--- config.mk ---
export PLATFORM = sky130hd
export DESIGN_NAME = seg_host_bus
export DESIGN_NICKNAME = d
export VERILOG_FILES = /design/src/rtl/seg_host_bus_pkg.sv /design/src/rtl/seg_host_bus_sync.sv /design/src/rtl/seg_host_bus_segcnt.sv /design/src/rtl/seg_host_bus_wordbank.sv /design/src/rtl/seg_host_bus.sv
export SDC_FILE = /design/constraint.sdc
export NUM_CORES = 1
export LEC_CHECK = 0
export CORE_MARGIN = 2
export CORE_UTILIZATION = 49
export DETAILED_ROUTE_END_ITERATION = 12
export GPL_TIMING_DRIVEN = 0
export PLACE_DENSITY = 0.87
export SYNTH_ARGS = -nofsm -noshare
export SYNTH_HDL_FRONTEND = slang
export SYNTH_SLANG_ARGS = --single-unit
--- constraint.sdc ---
create_clock -name clk -period 3 [get_ports clk]
set_clock_uncertainty 0.05 [all_clocks]
set_input_delay 0.3 -clock clk [delete_from_list [all_inputs] [get_ports clk]]
set_output_delay 0.3 -clock clk [all_outputs]
set_load 0.01 [all_outputs]
--- src/rtl/seg_host_bus_pkg.sv ---
package seg_host_bus_pkg;

  typedef enum logic [1:0] {
    CYC_CMD_WR = 2'b00,
    CYC_DAT_WR = 2'b01,
    CYC_CMD_RD = 2'b10,
    CYC_DAT_RD = 2'b11
  } cyc_e;

  typedef enum logic [1:0] {
    TGT_CMP  = 2'd0,
    TGT_MSK1 = 2'd1,
    TGT_MSK2 = 2'd2,
    TGT_MEM  = 2'd3
  } tgt_e;

  typedef enum logic [1:0] {
    OVR_CTRL   = 2'd0,
    OVR_SEGCTL = 2'd1,
    OVR_ADDR   = 2'd2,
    OVR_NFREE  = 2'd3
  } ovr_e;

  localparam logic [3:0] OP_SEL_SRC = 4'h1;
  localparam logic [3:0] OP_SEL_DST = 4'h2;
  localparam logic [3:0] OP_OVR     = 4'h3;
  localparam logic [3:0] OP_CMP     = 4'h4;

endpackage

--- src/rtl/seg_host_bus_sync.sv ---
module seg_host_bus_sync #(
  parameter int          W       = 1,
  parameter int          STAGES  = 2,
  parameter logic [W-1:0] RST_VAL = '0
) (
  input  logic         clk,
  input  logic         rst,
  input  logic [W-1:0] d,
  output logic [W-1:0] q
);

  logic [STAGES-1:0][W-1:0] stg;

  always_ff @(posedge clk) begin
    if (rst) begin
      stg <= {STAGES{RST_VAL}};
    end else begin
      stg[0] <= d;
      for (int s = 1; s < STAGES; s++) stg[s] <= stg[s-1];
    end
  end

  assign q = stg[STAGES-1];

endmodule

--- src/rtl/seg_host_bus_segcnt.sv ---
module seg_host_bus_segcnt #(
  parameter int SEGW = 2
) (
  input  logic            clk,
  input  logic            rst,
  input  logic            clr,
  input  logic            step,
  input  logic [SEGW-1:0] last,
  output logic [SEGW-1:0] cnt,
  output logic            at_last
);

  always_ff @(posedge clk) begin
    if (rst || clr) cnt <= '0;
    else if (step)  cnt <= (cnt == last) ? '0 : cnt + 1'b1;
  end

  assign at_last = (cnt == last);

  assert_cnt_bound_R6: assert property (@(posedge clk) disable iff (rst)
    !$past(clr) |-> (cnt <= last));

endmodule

--- src/rtl/seg_host_bus_wordbank.sv ---
module seg_host_bus_wordbank #(
  parameter int DW   = 16,
  parameter int WW   = 64,
  parameter int N    = 3,
  parameter int SEGW = 2,
  parameter int IW   = 2
) (
  input  logic                  clk,
  input  logic                  rst,
  input  logic                  wr_en,
  input  logic [IW-1:0]         wr_idx,
  input  logic [SEGW-1:0]       wr_seg,
  input  logic [DW-1:0]         wr_data,
  output logic [N-1:0][WW-1:0]  words
);

  for (genvar i = 0; i < N; i++) begin : g_word
    logic [WW-1:0] w;
    always_ff @(posedge clk) begin
      if (rst) w <= '0;
      else if (wr_en && (int'(wr_idx) == i)) w[wr_seg*DW +: DW] <= wr_data;
    end
    assign words[i] = w;
  end

endmodule

--- src/rtl/seg_host_bus.sv ---
module seg_host_bus
  import seg_host_bus_pkg::*;
#(
  parameter int DW     = 16,
  parameter int WW     = 64,
  parameter int AW     = 9,
  parameter int STAGES = 2,
  parameter int SEGS   = WW / DW,
  parameter int SEGW   = $clog2(SEGS)
) (
  input  logic            clk,
  input  logic            rst,
  input  logic            host_en_n,
  input  logic            host_wr_n,
  input  logic            host_cmd_n,
  input  logic [DW-1:0]   host_dq_in,
  output logic [DW-1:0]   host_dq_out,
  output logic            host_dq_oe,
  input  logic [DW-1:0]   status_in,
  input  logic [AW-1:0]   nfree_in,
  input  logic [WW-1:0]   mem_rd_data,
  output logic            mem_wr_en,
  output logic [SEGW-1:0] mem_wr_seg,
  output logic [DW-1:0]   mem_wr_data,
  output logic [AW-1:0]   mem_addr,
  output logic [WW-1:0]   cmp_word,
  output logic [WW-1:0]   mask1_word,
  output logic [WW-1:0]   mask2_word,
  output logic [DW-1:0]   ctrl_word,
  output logic            compare_pulse,
  output logic            instr_strobe,
  output logic [DW-1:0]   instr_word
);

  localparam int          BW      = DW + 3;
  localparam logic [BW-1:0] BUS_IDLE = {3'b111, {DW{1'b0}}};
  localparam int          NREG    = 3;
  localparam logic [SEGW-1:0] LAST_RST = SEGW'(SEGS - 1);

  // ---------------- synchronizer and edge detect ----------------
  logic [BW-1:0] bus_s;
  logic          en_s, wr_s, cmd_s;
  logic [DW-1:0] dq_s;

  seg_host_bus_sync #(.W(BW), .STAGES(STAGES), .RST_VAL(BUS_IDLE)) u_sync (
    .clk (clk),
    .rst (rst),
    .d   ({host_en_n, host_wr_n, host_cmd_n, host_dq_in}),
    .q   (bus_s)
  );

  assign {en_s, wr_s, cmd_s, dq_s} = bus_s;

  logic en_prev;
  always_ff @(posedge clk) begin
    if (rst) en_prev <= 1'b1;
    else     en_prev <= en_s;
  end

  logic en_fall, en_rise;
  assign en_fall = en_prev & ~en_s;
  assign en_rise = ~en_prev & en_s;

  cyc_e cyc_now;
  assign cyc_now = cyc_e'({wr_s, cmd_s});

  // ---------------- configuration state ----------------
  cyc_e            cyc_q;
  logic            live;
  tgt_e            src_sel, dst_sel;
  logic            ovr_pend;
  ovr_e            ovr_sel;
  logic [DW-1:0]   ctrl_q;
  logic [AW-1:0]   addr_q;
  logic [SEGW-1:0] dst_last, src_last;

  logic [3:0]      opcode;
  logic [1:0]      arg;
  assign opcode = dq_s[DW-1 -: 4];
  assign arg    = dq_s[1:0];

  logic cmd_wr, segctl_wr, sel_src_hit, sel_dst_hit;
  assign cmd_wr      = en_fall && (cyc_now == CYC_CMD_WR);
  assign segctl_wr   = cmd_wr && ovr_pend && (ovr_sel == OVR_SEGCTL);
  assign sel_src_hit = cmd_wr && !ovr_pend && (opcode == OP_SEL_SRC);
  assign sel_dst_hit = cmd_wr && !ovr_pend && (opcode == OP_SEL_DST);

  // ---------------- segment counters ----------------
  logic [SEGW-1:0] dst_cnt, src_cnt;
  logic            dst_at_last, src_at_last;
  logic            dst_step, src_step;

  assign dst_step = en_rise && live && (cyc_q == CYC_DAT_WR);
  assign src_step = en_rise && live && (cyc_q == CYC_DAT_RD);

  seg_host_bus_segcnt #(.SEGW(SEGW)) u_dst_cnt (
    .clk     (clk),
    .rst     (rst),
    .clr     (segctl_wr | sel_dst_hit),
    .step    (dst_step),
    .last    (dst_last),
    .cnt     (dst_cnt),
    .at_last (dst_at_last)
  );

  seg_host_bus_segcnt #(.SEGW(SEGW)) u_src_cnt (
    .clk     (clk),
    .rst     (rst),
    .clr     (segctl_wr | sel_src_hit),
    .step    (src_step),
    .last    (src_last),
    .cnt     (src_cnt),
    .at_last (src_at_last)
  );

  // ---------------- 64-bit data words ----------------
  logic [NREG-1:0][WW-1:0] words;
  logic bank_wr;
  assign bank_wr = en_fall && (cyc_now == CYC_DAT_WR) && (dst_sel != TGT_MEM);

  seg_host_bus_wordbank #(.DW(DW), .WW(WW), .N(NREG), .SEGW(SEGW), .IW(2)) u_bank (
    .clk     (clk),
    .rst     (rst),
    .wr_en   (bank_wr),
    .wr_idx  (dst_sel),
    .wr_seg  (dst_cnt),
    .wr_data (dq_s),
    .words   (words)
  );

  assign cmp_word   = words[TGT_CMP];
  assign mask1_word = words[TGT_MSK1];
  assign mask2_word = words[TGT_MSK2];
  assign ctrl_word  = ctrl_q;
  assign mem_addr   = addr_q;

  // ---------------- read-side multiplexers ----------------
  logic [WW-1:0] src_word;
  always_comb begin
    case (src_sel)
      TGT_CMP:  src_word = words[TGT_CMP];
      TGT_MSK1: src_word = words[TGT_MSK1];
      TGT_MSK2: src_word = words[TGT_MSK2];
      default:  src_word = mem_rd_data;
    endcase
  end

  logic [DW-1:0] src_seg;
  assign src_seg = src_word[src_cnt*DW +: DW];

  logic [DW-1:0] segctl_view;
  always_comb begin
    segctl_view = '0;
    segctl_view[SEGW-1:0]        = dst_last;
    segctl_view[2*SEGW-1:SEGW]   = src_last;
    segctl_view[3*SEGW-1:2*SEGW] = dst_cnt;
    segctl_view[4*SEGW-1:3*SEGW] = src_cnt;
  end

  logic [DW-1:0] ovr_view;
  always_comb begin
    case (ovr_sel)
      OVR_CTRL:   ovr_view = ctrl_q;
      OVR_SEGCTL: ovr_view = segctl_view;
      OVR_ADDR:   ovr_view = DW'(addr_q);
      default:    ovr_view = DW'(nfree_in);
    endcase
  end

  // ---------------- cycle execution ----------------
  always_ff @(posedge clk) begin
    if (rst) begin
      cyc_q         <= CYC_DAT_RD;
      live          <= 1'b0;
      src_sel       <= TGT_CMP;
      dst_sel       <= TGT_CMP;
      ovr_pend      <= 1'b0;
      ovr_sel       <= OVR_CTRL;
      ctrl_q        <= '0;
      addr_q        <= '0;
      dst_last      <= LAST_RST;
      src_last      <= LAST_RST;
      host_dq_out   <= '0;
      host_dq_oe    <= 1'b0;
      mem_wr_en     <= 1'b0;
      mem_wr_seg    <= '0;
      mem_wr_data   <= '0;
      compare_pulse <= 1'b0;
      instr_strobe  <= 1'b0;
      instr_word    <= '0;
    end else begin
      compare_pulse <= 1'b0;
      instr_strobe  <= 1'b0;
      mem_wr_en     <= 1'b0;

      if (en_fall) begin
        cyc_q <= cyc_now;
        live  <= 1'b1;
        case (cyc_now)
          CYC_CMD_WR: begin
            if (ovr_pend) begin
              ovr_pend <= 1'b0;
              case (ovr_sel)
                OVR_CTRL: begin
                  ctrl_q        <= dq_s;
                  compare_pulse <= 1'b1;
                end
                OVR_SEGCTL: begin
                  dst_last <= dq_s[SEGW-1:0];
                  src_last <= dq_s[2*SEGW-1:SEGW];
                end
                OVR_ADDR: addr_q <= dq_s[AW-1:0];
                default: ;
              endcase
            end else begin
              case (opcode)
                OP_SEL_SRC: src_sel <= tgt_e'(arg);
                OP_SEL_DST: dst_sel <= tgt_e'(arg);
                OP_OVR: begin
                  ovr_pend <= 1'b1;
                  ovr_sel  <= ovr_e'(arg);
                end
                OP_CMP: compare_pulse <= 1'b1;
                default: begin
                  instr_strobe <= 1'b1;
                  instr_word   <= dq_s;
                end
              endcase
            end
          end
          CYC_DAT_WR: begin
            if (dst_sel == TGT_MEM) begin
              mem_wr_en   <= 1'b1;
              mem_wr_seg  <= dst_cnt;
              mem_wr_data <= dq_s;
            end
          end
          CYC_CMD_RD: begin
            host_dq_out <= ovr_pend ? ovr_view : status_in;
            host_dq_oe  <= 1'b1;
            ovr_pend    <= 1'b0;
          end
          default: begin
            host_dq_out <= src_seg;
            host_dq_oe  <= 1'b1;
          end
        endcase
      end

      if (en_rise) begin
        live       <= 1'b0;
        host_dq_oe <= 1'b0;
        if (dst_step && (dst_sel != TGT_MEM) && dst_at_last)
          compare_pulse <= 1'b1;
      end
    end
  end

  // ---------------- assertions ----------------
  assert_oe_from_fall_R3: assert property (@(posedge clk) disable iff (rst)
    $rose(host_dq_oe) |-> $past(en_fall));

  assert_oe_released_R3: assert property (@(posedge clk) disable iff (rst)
    en_rise |=> !host_dq_oe);

  assert_cmp_single_R9: assert property (@(posedge clk) disable iff (rst)
    compare_pulse |=> !compare_pulse);

  assert_ovr_one_shot_R8: assert property (@(posedge clk) disable iff (rst)
    (ovr_pend && en_fall && !cyc_now[0]) |=> !ovr_pend);

  assert_mem_no_cmp_R10: assert property (@(posedge clk) disable iff (rst)
    $onehot0({mem_wr_en, compare_pulse, instr_strobe}));

endmodule

==> results summary, run 1 <==
The worst register-to-register path has a depth of 9. Leaving out filler cells and counting taps, the final layout contains 2342. The number of storage elements in the synthesis netlist is 328. In the synthesized netlist the dominant register cell turns out to be sky130_fd_sc_hd__dfxtp_1. The destination of the worst register-to-register timing path is u_bank.g_word[1].w[12]$_SDFFE_PP0P_. The post-CTS clock slew at the launch and capture registers of the worst setup and hold paths is 0.06 ns.

Across all layers, the routed design uses 14073 vias. Of the total power, registers draw 48.4%. The clock tree from TritonCTS is built.

The via count of the first global-routing pass is 13853. Setup violations remaining at the end of the flow were counted as 0. The fraction of final layout cells with drive strength greater than 1 came out at 8.53%.

Summed over all layers, the routed wires come to 59300 um. The final hold violation count is 0. The number of inserted filler cells in the final layout came out at 2233. The count of routing violations after the opening detailed-route iteration is 1471. The final number of max-transition violations is 0. Summed over all layers, the global routing overflow is 0.

The worst setup path is captured at a flop. The placeable core area came out at 0.0294 mm^2. The remaining antenna violation count is 0. The run finished with clean final reports. Setup slack on the critical path of the routed design comes to 0.112 ns.

The worst path uses 96.3% of the clock period. Clock tree synthesis found a total of 328 sinks. The share of flip-flops with an asynchronous set or reset after synthesis came out at 0%. Synthesis handed over a netlist of 1509 instances. The cell area power density is 459 mW/mm^2.

The final weighted congestion in routability-driven placement came out at 0.967. The maximum operating frequency is 0.346 GHz. Port buffering added 379 buffers. The routed length on met3 is 6570 um. The overall die width is 176 um. The slack of the worst reg-to-reg path came out at 0.11 ns. The number of distinct library cells after synthesis came out at 57. The startpoint of the most critical register-to-register path is u_dst_cnt.cnt[0]$_SDFFE_PP0N_. Setup repair after global routing left no endpoint under its margin.

In the final layout, the multi-input gates occupy 0.00746 mm^2. The placed cell count came out at 2278. The wire length of the first global-routing pass is 85600 um.

Net switching is 22.3% of the power. From synthesis to final layout, the design area changed by 37.4%. The largest net degree at the start of global routing is 15. The leakage component of the power is 8.44 nW. The min-delay analysis places its worst path in the category in2reg.

The height of the die is 176 um. The detailed router put a total of 21800 um of wire on met1. For this run, the number of Yosys warnings is 0.

The worst setup path is launched from a flop. The count of max-cap constraint violations is 0. The setup path with the least slack is of type reg2reg. The worst hold margin came out at 0.285 ns. The worst setup slack before clock tree synthesis came out at -0.440 ns.

The worst hold path endpoint is u_sync.stg[9]$_SDFF_PP0_. The depth of the CTS H-tree came out at 2. The number of search-and-repair iterations in the first detailed-routing pass is 6.

In the detailed route, the total length drawn on met2 is 27300 um. The sum of net half-perimeters after detailed placement is 43800 um. The worst supply voltage drop on vdd is 0.000421 V.

The number of rows created at floorplan came out at 63. The worst-path maximum fanout is 10. The top-level I/O count is 381. The quantity of hold-fixing buffers added after cts is 0. The cell depth of the worst min-delay path came out at 2. In this design, the critical path's most frequently occurring cell is sky130_fd_sc_hd__nor2_1. The share of total power in combinational logic came out at 4.5%.

The actual transition at the worst max-transition pin came out at 1.04 ns. The internal power of the cells totals 7.14 mW. The critical hold path startpoint is host_dq_in[9]. The clock period minus worst slack is 2.89 ns. The count of unresolved DRC violations after routing came out at 0. The overall power of the completed layout is 9.18 mW.

The per-cell via count in the routed design is 6.01. Buffers inserted during clock tree synthesis total 35. The clock network accounts for 47.1% of the total power. The summed instance area of the synthesized netlist came out at 0.0146 mm^2.

The mean area per synthesized cell is 9.64 um^2. The number of buffers on the longest clock path is 3. The source-to-sink clock delay at the later pin of the worst-skew pair came out at 0.52 ns.

The sequential area share after synthesis came out at 45.1%. The starting density of the core is 49.5%. The tree is rooted in a sky130_fd_sc_hd__clkbuf_16. The number of buffers added for setup after CTS came out at 0. In the final design database the tool counted 2040 nets.

Traced cell by cell, the critical path runs through clkbuf_2, inv_1, ha_1, nor3b_2, clkbuf_1, nand2_1, nor2_1, a21oi_1, nor2_1. In the final routed layout, each cell accounts on average for 25.3 um. The top cell family by delay on the critical path is simple AND/OR/NAND/NOR gates.

The overall die area came out at 0.0311 mm^2. Routed signal wires occupy layers up through met4. The summed area of non-filler cells in the final layout is 0.0200 mm^2. The post-detailed-placement cell area came out at 0.0188 mm^2. The post-synthesis net count came out at 1624. The buffer and inverter count on the worst path is 3. Data on the critical path is required at its endpoint by 3.39 ns.

Counting flops with a built-in enable in the synthesized netlist gives 0. The analysis attributes to net switching a power of 2.04 mW. The flip-flop and latch area is 0.00657 mm^2. The number of antenna violations at the first check in global routing came out at 1. The combined global-route utilization of all metal layers came out at 37.0%. The tightest slew margin relative to the limit is 30.6%. The cell type of the slowest stage on the worst timing path is sky130_fd_sc_hd__nor3b_2. For this run, the slowest stage of the critical path takes 0.47 ns. The data arrival time of the critical path is 3.28 ns.
-- worst register-to-register path, delay by kind of cell, from the launching register on --
family / cells / cell delay, ns
flops: 1 / 0.38
compound gates: 1 / 0.05
buf+inv: 3 / 0.94
fa+ha+maj: 1 / 0.44
simple gates: 4 / 0.95
-- layer usage --
metal	vias to the layer above	GRT usage (%)
li1	6064	-
met1	6849	46.1
met2	946	60.6
met3	214	7.19
met4	0	19.9
met5	-	0
-- Yosys cell counts, drive strengths merged (11+ instances only) --
cell | n | share of area [%]
dfxtp | 328 | 45
a22oi | 15 | 0.77
nand2 | 75 | 1.9
nor2b | 47 | 2.0
a31oi | 13 | 0.56
clkbuf | 62 | 1.6
nand3 | 29 | 1.0
mux2i | 262 | 18
mux4 | 42 | 6.5
a21oi | 81 | 2.8
mux2 | 11 | 0.85
buf | 57 | 2.0
nor2 | 306 | 7.9
and2 | 55 | 2.4
o21ai | 16 | 0.55
-- cell families (layout without fill, tap and decap cells) --
group	after synthesis	count (layout)	synth area share [%]
AO/OA/AOI/OAI	166	166	7.06
XOR/XNOR	4	4	0.241
adder cells (fa/ha/maj)	5	5	0.430
buffers and inverters	125	563	3.80
flip-flops	328	328	45.1
multiplexers	315	315	25.4
other	0	5	0
AND/OR/NAND/NOR	566	566	18.0
-- power groups by stage --
| stage | combinational (mW) | clock [mW] | sequential [mW] |
|---|---|---|---|
| final | 0.417 | 4.33 | 4.44 |
| after global routing | 0.434 | 4.48 | 4.44 |
| after CTS | 0.410 | 4.31 | 4.44 |
| after detailed placement | 0.408 | 0 | 4.53 |
| after global placement | 0.405 | 0 | 4.53 |
| after floorplan | 0.145 | 0 | 4.51 |
-- cells in the final DEF, fill, tap and decap left out, drive strengths merged, types with 11 or more instances in the layout --
master / Yosys / layout
buf: 57 / 57
clkbuf: 62 / 112
and2: 55 / 55
nor2: 306 / 306
a21oi: 81 / 81
o21ai: 16 / 16
nand3: 29 / 29
mux2: 11 / 11
clkdlybuf4s50: 0 / 379
mux2i: 262 / 262
a31oi: 13 / 13
nand2: 75 / 75
nor2b: 47 / 47
a22oi: 15 / 15
dfxtp: 328 / 328
mux4: 42 / 42
-- sequential cells by signal, summed over array words and instances (netlist names), 2 cells and up --
name and count:
mem_addr 9, dst_sel 2, host_dq_out 16, cyc_q 2, u_sync.stg 19, u_src_cnt.cnt 2, ovr_sel 2, mem_wr_data 16
src_sel 2, dst_last 2, u_sync.q 19, ctrl_word 16, instr_word 16, mem_wr_seg 2, u_dst_cnt.cnt 2, u_bank.g_word.w 192
src_last 2
-- stage by stage --
stage                     TNS (ns)  utilization (%)
final                            0             68.0
after detailed placement    -22.84             64.1
after floorplan                  0                -
after global routing             0             67.9
after global placement      -11.83             64.1
after CTS                        0             67.9
-- how the worst max path moves through the flow --
stage,from,endpoint,slack (ns),cells after the start
final,u_dst_cnt.cnt[0]$_SDFFE_PP0N_,u_bank.g_word[1].w[12]$_SDFFE_PP0P_,0.11,9
after global routing,u_dst_cnt.cnt[0]$_SDFFE_PP0N_,u_bank.g_word[0].w[12]$_SDFFE_PP0P_,0.008,9
after CTS,u_dst_cnt.cnt[0]$_SDFFE_PP0N_,u_bank.g_word[1].w[62]$_SDFFE_PP0P_,0.13,9
after detailed placement,u_dst_cnt.cnt[0]$_SDFFE_PP0N_,u_bank.g_word[1].w[62]$_SDFFE_PP0P_,-0.44,9
after global placement,u_dst_cnt.cnt[0]$_SDFFE_PP0N_,u_bank.g_word[2].w[44]$_SDFFE_PP0P_,-0.25,9
after floorplan,u_dst_cnt.cnt[0]$_SDFFE_PP0N_,u_bank.g_word[1].w[62]$_SDFFE_PP0P_,0.90,9
-- what timing repair did --
action / in CTS / in global routing
pin swaps: 0 / 0
resized for setup: 5 / 1
endpoints found under the setup margin: 102 / 3
-- cell type report --
type | instances | share of cell area (%)
Antenna cell | 5 | 0.0626
Buffer | 119 | 2.66
Clock buffer | 50 | 4.96
Clock inverter | 9 | 0.620
Inverter | 6 | 0.113
Multi-Input combinational cell | 1056 | 37.3
Sequential cell | 328 | 32.8
Tap cell | 390 | 2.44
Timing Repair Buffer | 379 | 19.0
(Power assumes the default switching activity.)
==> run 2: changes to the inputs <==
Settings changed: CORE_ASPECT_RATIO set to 1.75, PLACE_DENSITY 0.87 to 0.8.
==> run 2 against run 1 <==
  * Clock power barely moved
  * Critical path depth shrank 3
  * Fmax is 2.6% higher
  * Register-to-register slack better by 0.07 ns
  * Wire length up 1.8%
  * Setup slack gained 0.074 ns
  * Sequential share of layout area up 0.093 points
  * Cell area shrank 0.28%
  * Die area increased by 0.17%
  * Via count is 2.3% lower
  * Non-clock buffer count is the same
==> results summary, run 2 (synthesized netlist as in run 1, its figures left out) <==
The overall die area came to 0.0311 mm^2 (+0.17%). The setup path with the least slack is of type reg2reg. The largest net degree at the start of global routing came out at 17 (+2). The data arrival time of the critical path was 3.25 ns (-0.03 ns). The maximum operating frequency came out at 0.355 GHz (+2.6%).

In this run the worst hold path is classified as in2reg. The net switching fraction of the power is 22.2% (-0.025 points). The share of the core filled with cells came out at 68.1% (+0.078 points).

STA classifies the critical path endpoint as a flop. The critical hold path startpoint is host_dq_in[8]. The summed area of non-filler cells in the final layout came out at 0.0199 mm^2 (-0.28%). The final worst-path setup slack is 0.186 ns (+0.0735 ns).

STA classifies the critical path startpoint as a flop. The via count of the first global-routing pass came to 13642 (-1.5%). The count of port buffers added during placement came out at 379 (unchanged).

The quantity of hold-fixing buffers added after cts came out at 0 (unchanged). The overall die width is 134 um (-24%). The ratio of final minimum period to clock period is 93.8% (-2.5 points).

The combined global-route utilization of all metal layers came out at 37.6% (+0.67 points). The remaining antenna violation count is 0 (unchanged). The count of routing violations after the opening detailed-route iteration was 1181 (-20%).

The worst hold path terminates at u_sync.stg[8]$_SDFF_PP0_. The wire length of the first global-routing pass came out at 86500 um (+0.97%). The diode insertion count for antenna repair came out at 0 (-5). The height of the die came out at 232 um (+32%). The post-synthesis to final-layout area growth is 37.0%.

The final global-route overflow total came out at 0 (unchanged). The top-level I/O count is 381 (unchanged). u_bank.g_word.w holds more flip-flops than any other register. The final number of max-transition violations is 0 (unchanged). TritonCTS built the clock tree. The internal power summed over all cells was 7.16 mW (+0.31%). The worst-path maximum fanout came out at 10 (unchanged).

The depth of the CTS H-tree is 1 (-1). The depth of the worst register-to-register path is 6 (-3). The per-cell via count in the routed design is 5.93 (-1.4%).

The sum of net half-perimeters after detailed placement is 45900 um (+4.7%). The slack of the worst reg-to-reg path is 0.19 ns (+0.07 ns). The final hold violation count is 0 (unchanged). The number of rows created at floorplan was 83 (+32%).

The cell depth of the worst min-delay path came out at 2 (unchanged). The number of buffers inserted during clock tree synthesis was 29 (-17%). The worst hold margin is 0.221 ns (-0.0637 ns). The cell area power density is 462 mW/mm^2 (+0.56%). The worst supply voltage drop on vdd came out at 0.000438 V (+4.0%). The overall power of the completed layout came to 9.21 mW (+0.28%).

The total routed wirelength came out at 60400 um (+1.8%). The portion of total power attributed to the clock network is 47.3% (+0.2 points). The source-to-sink clock delay at the later pin of the worst-skew pair is 0.58 ns (+0.06 ns). The fraction of final layout cells with drive strength greater than 1 came out at 8.51% (-0.016 points). The required time at the endpoint of the critical path was 3.43 ns (+0.04 ns).

The post-CTS clock slew at the launch and capture registers of the worst setup and hold paths was 0.07 ns (about the same). In the layout the commonest cells are 379 x sky130_fd_sc_hd__clkdlybuf4s50_1, 328 x sky130_fd_sc_hd__dfxtp_1, 305 x sky130_fd_sc_hd__nor2_1, 262 x sky130_fd_sc_hd__mux2i_1, 81 x sky130_fd_sc_hd__a21oi_1. The post-detailed-placement cell area came out at 0.0188 mm^2 (about the same). The count of vias placed by the detailed router is 13754 (-2.3%). The number of flip-flops in the largest register came out at 192 (unchanged). The cell sitting at the root of the clock tree is a sky130_fd_sc_hd__clkbuf_16.

The count of max-cap constraint violations is 0 (unchanged). The actual transition at the worst max-transition pin is 1.14 ns (+0.0963 ns). The flow ran to the end, and the final reports show no timing, DRC or antenna violations. The tightest slew margin relative to the limit came out at 24.2% (-6.4 points). The share of total power in combinational logic is 4.6% (about the same). The count of unresolved DRC violations after routing is 0 (unchanged).

Setup repair after global routing left no endpoint under its margin. The net switching power figure came out at 2.05 mW (+0.17%). The worst register-to-register path ends at host_dq_out[2]$_SDFFE_PP0P_. The worst setup slack before clock tree synthesis came out at -0.250 ns (+0.191 ns). The share of total power in sequential cells came out at 48.2% (-0.2 points).

The clock sink count is 328 (unchanged). The number of buffers on the longest clock path is 3 (unchanged). The final-stage net count came out at 2034 (-0.29%). In this run the critical register-to-register path is launched from u_src_cnt.cnt[0]$_SDFFE_PP0P_. The most common cell after layout, fill and taps aside is sky130_fd_sc_hd__clkdlybuf4s50_1. The number of search-and-repair iterations in the first detailed-routing pass came out at 5 (-1).

The per-cell routed wire length is 26.0 um (+2.8%). The leakage component of the power came out at 8.42 nW (-0.17%). The clock period minus worst slack is 2.81 ns (-0.0735 ns). The placeable core area came to 0.0293 mm^2 (-0.40%).

The final weighted congestion in routability-driven placement is 0.995 (+2.9%). The number of antenna violations at the first check in global routing is 1 (unchanged). The starting density of the core came out at 49.7% (+0.20 points).

The final number of setup-violating endpoints came to 0 (unchanged).
-- run 2: routing by layer --
metal / part of all wire (%) / GRT usage (%)
met2: 49 / 65.0
met1: 33 / 39.3
met5: 0 / 0
met3: 8.2 / 7.44
met4: 9.7 / 30.3
-- run 2: area by class of cell --
cell class	instances	area, um^2
fillers	2436	9350
multi-input cells	1056	7450
flip-flops and latches	328	6570
repair buffers	379	3790
clock buffers	36	802
plain buffers	119	532
well taps	382	478
clock inverters	15	287
inverters	6	22.5
-- run 2: per-stage QoR --
| stage | instances | TNS [ns] |
|---|---|---|
| finish | 2321 | 0 |
| global route | 2321 | 0 |
| CTS | 2321 | 0 |
| detailed placement | 2270 | -9.28 |
| global placement | 2270 | -4.11 |
| floorplan | 1509 | 0 |
-- run 2: how the worst max path moves through the flow --
| stage | cells after the start | end | from |
|---|---|---|---|
| finish | 6 | host_dq_out[2]$_SDFFE_PP0P_ | u_src_cnt.cnt[0]$_SDFFE_PP0P_ |
| global route | 9 | u_bank.g_word[1].w[12]$_SDFFE_PP0P_ | u_dst_cnt.cnt[0]$_SDFFE_PP0N_ |
| CTS | 9 | u_bank.g_word[2].w[45]$_SDFFE_PP0P_ | u_dst_cnt.cnt[0]$_SDFFE_PP0N_ |
| detailed placement | 8 | u_bank.g_word[2].w[56]$_SDFFE_PP0P_ | u_dst_cnt.cnt[0]$_SDFFE_PP0N_ |
| global placement | 8 | u_bank.g_word[0].w[56]$_SDFFE_PP0P_ | u_dst_cnt.cnt[0]$_SDFFE_PP0N_ |
| floorplan | 9 | u_bank.g_word[1].w[62]$_SDFFE_PP0P_ | u_dst_cnt.cnt[0]$_SDFFE_PP0N_ |
-- run 2: critical path: stages, from the launching register on --
cell and delay (ns):
sky130_fd_sc_hd__dfxtp_1 0.31, sky130_fd_sc_hd__buf_2 0.25, sky130_fd_sc_hd__buf_1 0.66, sky130_fd_sc_hd__nor2_1 0.41, sky130_fd_sc_hd__a22oi_1 0.52, sky130_fd_sc_hd__nand3_1 0.23
sky130_fd_sc_hd__a311oi_1 0.28
-- run 2: power groups by stage --
stage	clock network (mW)	logic, mW	registers, mW
after floorplan	0	0.145	4.51
after global placement	0	0.407	4.53
after detailed placement	0	0.410	4.53
after CTS	4.34	0.412	4.43
after global routing	4.50	0.438	4.44
final	4.35	0.420	4.44
-- run 2: what timing repair did --
action,CTS,global route
buffers inserted,0,0
gates resized for setup,3,3
endpoints found under the setup margin,90,92
